### src/rtl/scan_apply_seq_pkg.sv
package scan_apply_seq_pkg;
  typedef enum logic [1:0] {
    MODE_STUCK = 2'd0,
    MODE_LOC   = 2'd1,
    MODE_LOS   = 2'd2
  } cap_mode_e;

  typedef enum logic [1:0] {
    ST_IDLE  = 2'd0,
    ST_SHIFT = 2'd1,
    ST_CAPT  = 2'd2
  } seq_state_e;
endpackage

### src/rtl/scan_seq_ctrl.sv
module scan_seq_ctrl
  import scan_apply_seq_pkg::*;
#(
  parameter int CHAIN_LEN = 8,
  parameter int PAT_W     = 8
) (
  input  logic             clk_i,
  input  logic             rst_ni,
  input  logic             start_i,
  input  logic [1:0]       mode_i,
  input  logic [PAT_W-1:0] num_pat_i,
  input  logic             stim_valid_i,
  input  logic             resp_ready_i,
  output logic             start_ok_o,
  output logic             step_o,
  output logic             unload_o,
  output logic             scan_en_o,
  output logic             clk_en_o,
  output logic             at_speed_o,
  output logic             stim_ready_o,
  output logic             busy_o,
  output logic             done_o,
  output cap_mode_e        mode_o
);
  localparam int BIT_W = (CHAIN_LEN > 1) ? $clog2(CHAIN_LEN) : 1;
  localparam logic [BIT_W-1:0] LAST_BIT = BIT_W'(CHAIN_LEN - 1);

  seq_state_e       state_q;
  cap_mode_e        mode_q;
  logic [PAT_W-1:0] pat_left_q;
  logic [BIT_W-1:0] bit_q;
  logic             loading_q, unloading_q, second_q, done_q;
  logic             shift_ok, step, last_bit;

  assign shift_ok   = (state_q == ST_SHIFT) && (!unloading_q || resp_ready_i);
  assign step       = shift_ok && stim_valid_i;
  assign last_bit   = (bit_q == LAST_BIT);
  assign start_ok_o = (state_q == ST_IDLE) && start_i && (num_pat_i != '0);

  always_ff @(posedge clk_i or negedge rst_ni) begin
    if (!rst_ni) begin
      state_q     <= ST_IDLE;
      mode_q      <= MODE_STUCK;
      pat_left_q  <= '0;
      bit_q       <= '0;
      loading_q   <= 1'b0;
      unloading_q <= 1'b0;
      second_q    <= 1'b0;
      done_q      <= 1'b0;
    end else begin
      done_q <= 1'b0;
      unique case (state_q)
        ST_IDLE: if (start_ok_o) begin
          state_q     <= ST_SHIFT;
          mode_q      <= (mode_i == MODE_LOC || mode_i == MODE_LOS) ? cap_mode_e'(mode_i) : MODE_STUCK;
          pat_left_q  <= num_pat_i;
          bit_q       <= '0;
          loading_q   <= 1'b1;
          unloading_q <= 1'b0;
        end
        ST_SHIFT: if (step) begin
          if (last_bit) begin
            bit_q <= '0;
            if (loading_q) begin
              state_q    <= ST_CAPT;
              second_q   <= 1'b0;
              pat_left_q <= pat_left_q - 1'b1;
            end else begin
              state_q     <= ST_IDLE;
              unloading_q <= 1'b0;
              done_q      <= 1'b1;
            end
          end else begin
            bit_q <= bit_q + 1'b1;
          end
        end
        ST_CAPT: begin
          if (mode_q == MODE_LOC && !second_q) begin
            second_q <= 1'b1;
          end else begin
            state_q     <= ST_SHIFT;
            unloading_q <= 1'b1;
            loading_q   <= (pat_left_q != '0);
          end
        end
        default: state_q <= ST_IDLE;
      endcase
    end
  end

  assign step_o       = step;
  assign unload_o     = (state_q == ST_SHIFT) && unloading_q;
  assign scan_en_o    = (state_q == ST_SHIFT);
  assign clk_en_o     = step || (state_q == ST_CAPT);
  // skewed-load: final load shift is the launch
  assign at_speed_o   = ((state_q == ST_CAPT) && (mode_q != MODE_STUCK)) ||
                        (step && (mode_q == MODE_LOS) && loading_q && last_bit);
  assign stim_ready_o = shift_ok;
  assign busy_o       = (state_q != ST_IDLE);
  assign done_o       = done_q;
  assign mode_o       = mode_q;
endmodule

### src/rtl/scan_resp_cmp.sv
module scan_resp_cmp #(
  parameter int NUM_CHAINS = 2
) (
  input  logic                  clk_i,
  input  logic                  rst_ni,
  input  logic                  clear_i,
  input  logic                  check_i,
  input  logic [NUM_CHAINS-1:0] scan_out_i,
  input  logic [NUM_CHAINS-1:0] exp_i,
  output logic                  fail_o
);
  logic [NUM_CHAINS-1:0] mism;
  logic                  fail_q;

  for (genvar c = 0; c < NUM_CHAINS; c++) begin : g_chain
    assign mism[c] = scan_out_i[c] ^ exp_i[c];
  end

  always_ff @(posedge clk_i or negedge rst_ni) begin
    if (!rst_ni)               fail_q <= 1'b0;
    else if (clear_i)          fail_q <= 1'b0;
    else if (check_i && |mism) fail_q <= 1'b1;
  end

  assign fail_o = fail_q;
endmodule

### src/rtl/scan_apply_seq.sv
module scan_apply_seq
  import scan_apply_seq_pkg::*;
#(
  parameter int NUM_CHAINS = 2,
  parameter int CHAIN_LEN  = 8,
  parameter int PAT_W      = 8
) (
  input  logic                    clk_i,
  input  logic                    rst_ni,
  input  logic                    start_i,
  input  logic [1:0]              mode_i,
  input  logic [PAT_W-1:0]        num_pat_i,
  input  logic                    stim_valid_i,
  input  logic [2*NUM_CHAINS-1:0] stim_data_i,
  output logic                    stim_ready_o,
  output logic                    scan_en_o,
  output logic [NUM_CHAINS-1:0]   scan_in_o,
  input  logic [NUM_CHAINS-1:0]   scan_out_i,
  output logic                    clk_en_o,
  output logic                    at_speed_o,
  output logic                    resp_valid_o,
  output logic [NUM_CHAINS-1:0]   resp_data_o,
  input  logic                    resp_ready_i,
  output logic                    fail_o,
  output logic                    done_o,
  output logic                    busy_o
);
  logic      start_ok, step, unload;
  cap_mode_e cur_mode;

  scan_seq_ctrl #(
    .CHAIN_LEN(CHAIN_LEN),
    .PAT_W    (PAT_W)
  ) u_ctrl (
    .clk_i       (clk_i),
    .rst_ni      (rst_ni),
    .start_i     (start_i),
    .mode_i      (mode_i),
    .num_pat_i   (num_pat_i),
    .stim_valid_i(stim_valid_i),
    .resp_ready_i(resp_ready_i),
    .start_ok_o  (start_ok),
    .step_o      (step),
    .unload_o    (unload),
    .scan_en_o   (scan_en_o),
    .clk_en_o    (clk_en_o),
    .at_speed_o  (at_speed_o),
    .stim_ready_o(stim_ready_o),
    .busy_o      (busy_o),
    .done_o      (done_o),
    .mode_o      (cur_mode)
  );

  scan_resp_cmp #(
    .NUM_CHAINS(NUM_CHAINS)
  ) u_cmp (
    .clk_i     (clk_i),
    .rst_ni    (rst_ni),
    .clear_i   (start_ok),
    .check_i   (step && unload),
    .scan_out_i(scan_out_i),
    .exp_i     (stim_data_i[2*NUM_CHAINS-1:NUM_CHAINS]),
    .fail_o    (fail_o)
  );

  assign scan_in_o    = scan_en_o ? stim_data_i[NUM_CHAINS-1:0] : '0;
  assign resp_valid_o = unload && stim_valid_i;
  assign resp_data_o  = scan_out_i;
endmodule

### config.mk
export PLATFORM = sky130hd
export DESIGN_NAME = scan_apply_seq
export DESIGN_NICKNAME = d
export VERILOG_FILES = /design/src/rtl/scan_apply_seq_pkg.sv /design/src/rtl/scan_seq_ctrl.sv /design/src/rtl/scan_resp_cmp.sv /design/src/rtl/scan_apply_seq.sv
export SDC_FILE = /design/constraint.sdc
export NUM_CORES = 1
export LEC_CHECK = 0
export BUFFER_PORTS_ARGS = -buffer_cell sky130_fd_sc_hd__buf_4
export CAP_MARGIN = 20
export CORE_MARGIN = 2
export CORE_UTILIZATION = 55
export DETAILED_ROUTE_END_ITERATION = 12
export PLACE_DENSITY_LB_ADDON = 0.08
export SKIP_LAST_GASP = 1
export SYNTH_ARGS = -nofsm -noshare
export SYNTH_HDL_FRONTEND = slang
export SYNTH_SLANG_ARGS = --single-unit
### constraint.sdc
create_clock -name clk_i -period 4.35 [get_ports clk_i]
set_clock_uncertainty 0.1 [all_clocks]
set_input_delay 0.2175 -clock clk_i [delete_from_list [all_inputs] [get_ports clk_i]]
set_output_delay 0.2175 -clock clk_i [all_outputs]
set_load 0.05 [all_outputs]
==> metrics.txt <==
Worst-Margin Slew 879 ps; grt ovf 0; Sink Count 20; Final setup viols 0; Min Hold Slack 49.5 ps; CP max FO 26; Post-synth EDFFs 0; Detail Placement HPWL 2370 µm; R2R setup slack 1780 ps; Unique masters post-synth 44; commonest non-fill, non-tap cell in the layout buf_4; Tot GR Track Use 0.227; CP Data Required Time 4030 ps; vias per cell 5.77; clock slew at reported path FFs 120 ps; Worst EP arrival 2450 ps; Nets 214; H-tree Lvls 1; count of input and output buffers 32; Synth Cell Area 1390 µm²; syn_area_per_cell 9.02 µm²; final hold violation count 0; reg2reg path depth 7; Hold Path Sink u_ctrl.mode_o[1]$_DFFE_PN0P_; fmax 0.362 GHz; critical path, cell by cell inv_1, ha_1, nand2_1, nor2_1, a21oi_1, a21oi_1, buf_4; Reg area 500 µm²; clock buffer depth 2; PD cells 689 nW/µm²; Crit Path Class flop to output port; Hold Crit Class primary input to flop; most frequent cells in the layout 32 x buf_4, 20 x dfrtp_1, 14 x nand2_1, 11 x inv_1, 9 x nor2_1; die area 2940 µm²; Clk Latency, worst-skew pair 310 ps; drc violations 0; hold path depth 3; crit path launch type flop; antenna violations before repair 0; IO Pins 33; number of synthesis warnings 0; Post-synth ARST share 1.00; setup TNS 0 ps; final WL 3040 µm; via count 1234; post-route minimum period 2770 ps; total CTS buffers 3; FP Rows 18; die width 54.3 µm; VDD IR-drop max 0.458 mV; DRT Pass-1 Iters 4; Yosys reg bits 20; RSZ-0062 raised after global routing false; global-route wire length before repair 4860 µm; crit share post-route 0.636; drt wl/cell 14.2 µm; total power draw 1150 µW; Root Driver clkbuf_4; initial core utilization 0.571; area grow syn2layout 20.3%; DRT iter0 DRCs 35; Die H 54.3 µm; max-cap violations 0; reg2reg end u_ctrl.pat_left_q[0]$_DFFE_PN0P_; RR Startpoint u_ctrl.state_q[1]$_DFFE_PN0P_; Slew Limit Fails 0; vias in the first global route 1089; Fillers 181; Seq/Total Area, Yosys 0.360; area of the multi-input gates 797 µm²; post_cts resized 0; Slowest-stage cell, CP ha_1; Syn Inst Count 154; placed cells 209; Lkg Pwr 0.000784 µW; ratio of cells with drive above 1 in the final layout 0.261; CTS tree built; diode count 0; Core ar. 2430 µm²; dpl ws 1820 ps; crit end category output port; Hold Crit Start mode_i[1]; CP dominant cell by count a21oi_1; crit-path max cell delay 740 ps; Net Count, Synth 183; Routed Antenna Nets 0; fin worst setup slack 1580 ps; Worst slew margin 0.414; GPL Wtd Cong 0.880; outcome finished clean; largest net degree at the start of global routing 27; prevailing post-synth register cell dfrtp_1; Post-Layout Cell Count 214
==> critical path: cells and delay by family (launching register included) <==
family                     cells  cell delay (ps)
buffers and inverters          2              320
DFF                            1              430
adders and majority gates      1              740
AOI/OAI and AO/OA              2              220
and+or+nand+nor                2              420
==> worst max path at each step <==
stage | from | end | slack (ps) | cells after the start
6_report | u_ctrl.state_q[1]$_DFFE_PN0P_ | at_speed_o | 1580 | 7
2_1_floorplan | u_ctrl.state_q[1]$_DFFE_PN0P_ | at_speed_o | 1810 | 6
4_1_cts | u_ctrl.state_q[1]$_DFFE_PN0P_ | at_speed_o | 1590 | 7
5_1_grt | u_ctrl.state_q[1]$_DFFE_PN0P_ | at_speed_o | 1370 | 7
3_3_place_gp | u_ctrl.state_q[1]$_DFFE_PN0P_ | u_ctrl.pat_left_q[0]$_DFFE_PN0P_ | 1950 | 7
3_5_place_dp | u_ctrl.state_q[1]$_DFFE_PN0P_ | u_ctrl.pat_left_q[0]$_DFFE_PN0P_ | 1820 | 7
==> through the flow <==
stage | area [µm²] | util
floorplan | 1390 | -
global placement | 1620 | 0.668
detailed placement | 1620 | 0.668
CTS | 1670 | 0.687
global route | 1670 | 0.687
finish | 1670 | 0.687
==> logic make-up after synthesis <==
kind of cell             share of synthesized area
AO/OA/AOI/OAI                                0.145
flip-flops                                   0.360
XOR/XNOR                                    0.0126
multiplexers                                0.0450
buffers and inverters                       0.0658
adder cells (fa/ha/maj)                     0.0721
AND/OR/NAND/NOR                              0.299
==> what timing repair did <==
action / 4_1_cts / 5_1_grt
buffers inserted: 0 / 0
hold endpoints to repair: 20 / 0
hold buffers: 1 / 0
==> flip-flops by register name (all words and copies together), names as in the netlist <==
name and count:
u_ctrl.second_q 1, u_ctrl.unloading_q 1, u_ctrl.bit_q 3, u_ctrl.loading_q 1
u_ctrl.done_o 1, u_ctrl.mode_o 2, u_ctrl.pat_left_q 8, u_cmp.fail_o 1
u_ctrl.state_q 2
==> Yosys cell counts (2+ instances only) <==
cell | count | area (µm²)
a211o_1 | 2 | 17.5
a21oi_1 | 8 | 40.0
a31oi_1 | 2 | 12.5
and2_1 | 2 | 12.5
and3_1 | 3 | 18.8
buf_4 | 2 | 15.0
clkbuf_1 | 3 | 11.3
dfrtp_1 | 20 | 500
ha_1 | 8 | 100
inv_1 | 11 | 41.3
inv_2 | 2 | 7.51
mux2_1 | 2 | 22.5
mux2i_1 | 4 | 40.0
nand2_1 | 14 | 52.6
nand3_1 | 4 | 20.0
nand3_2 | 2 | 20.0
nand3b_1 | 2 | 15.0
nor2_1 | 9 | 33.8
nor2b_1 | 3 | 18.8
nor3_1 | 8 | 40.0
nor3_2 | 2 | 20.0
nor3b_1 | 5 | 37.5
nor4_1 | 2 | 12.5
nor4_4 | 2 | 42.5
o211ai_1 | 2 | 15.0
o21ai_0 | 4 | 20.0
o21ai_1 | 6 | 30.0
or3_1 | 3 | 18.8
xnor2_1 | 2 | 17.5
==> report_power, final <==
part           internal [µW]  leakage (µW)  switching [µW]
Combinational            258      0.000512             453
Clock                   51.1     0.0000210            62.1
Sequential               260      0.000251            66.7
==> routing by layer <==
metal  up-vias  global-route usage  wire (µm)
met5         -                   0          0
met4         0              0.0625         27
met3         5              0.0492        142
met2        38               0.371       1430
met1       583               0.303       1440
li1        608                   -          -
==> layout make-up <==
class	count	share of cell area
clock buffers	4	0.0217
flip-flops and latches	20	0.300
repair buffers	33	0.150
inverters	13	0.0292
multi-input cells	114	0.477
well taps	30	0.0225
Note: power is estimated with default switching activity, not from simulation.
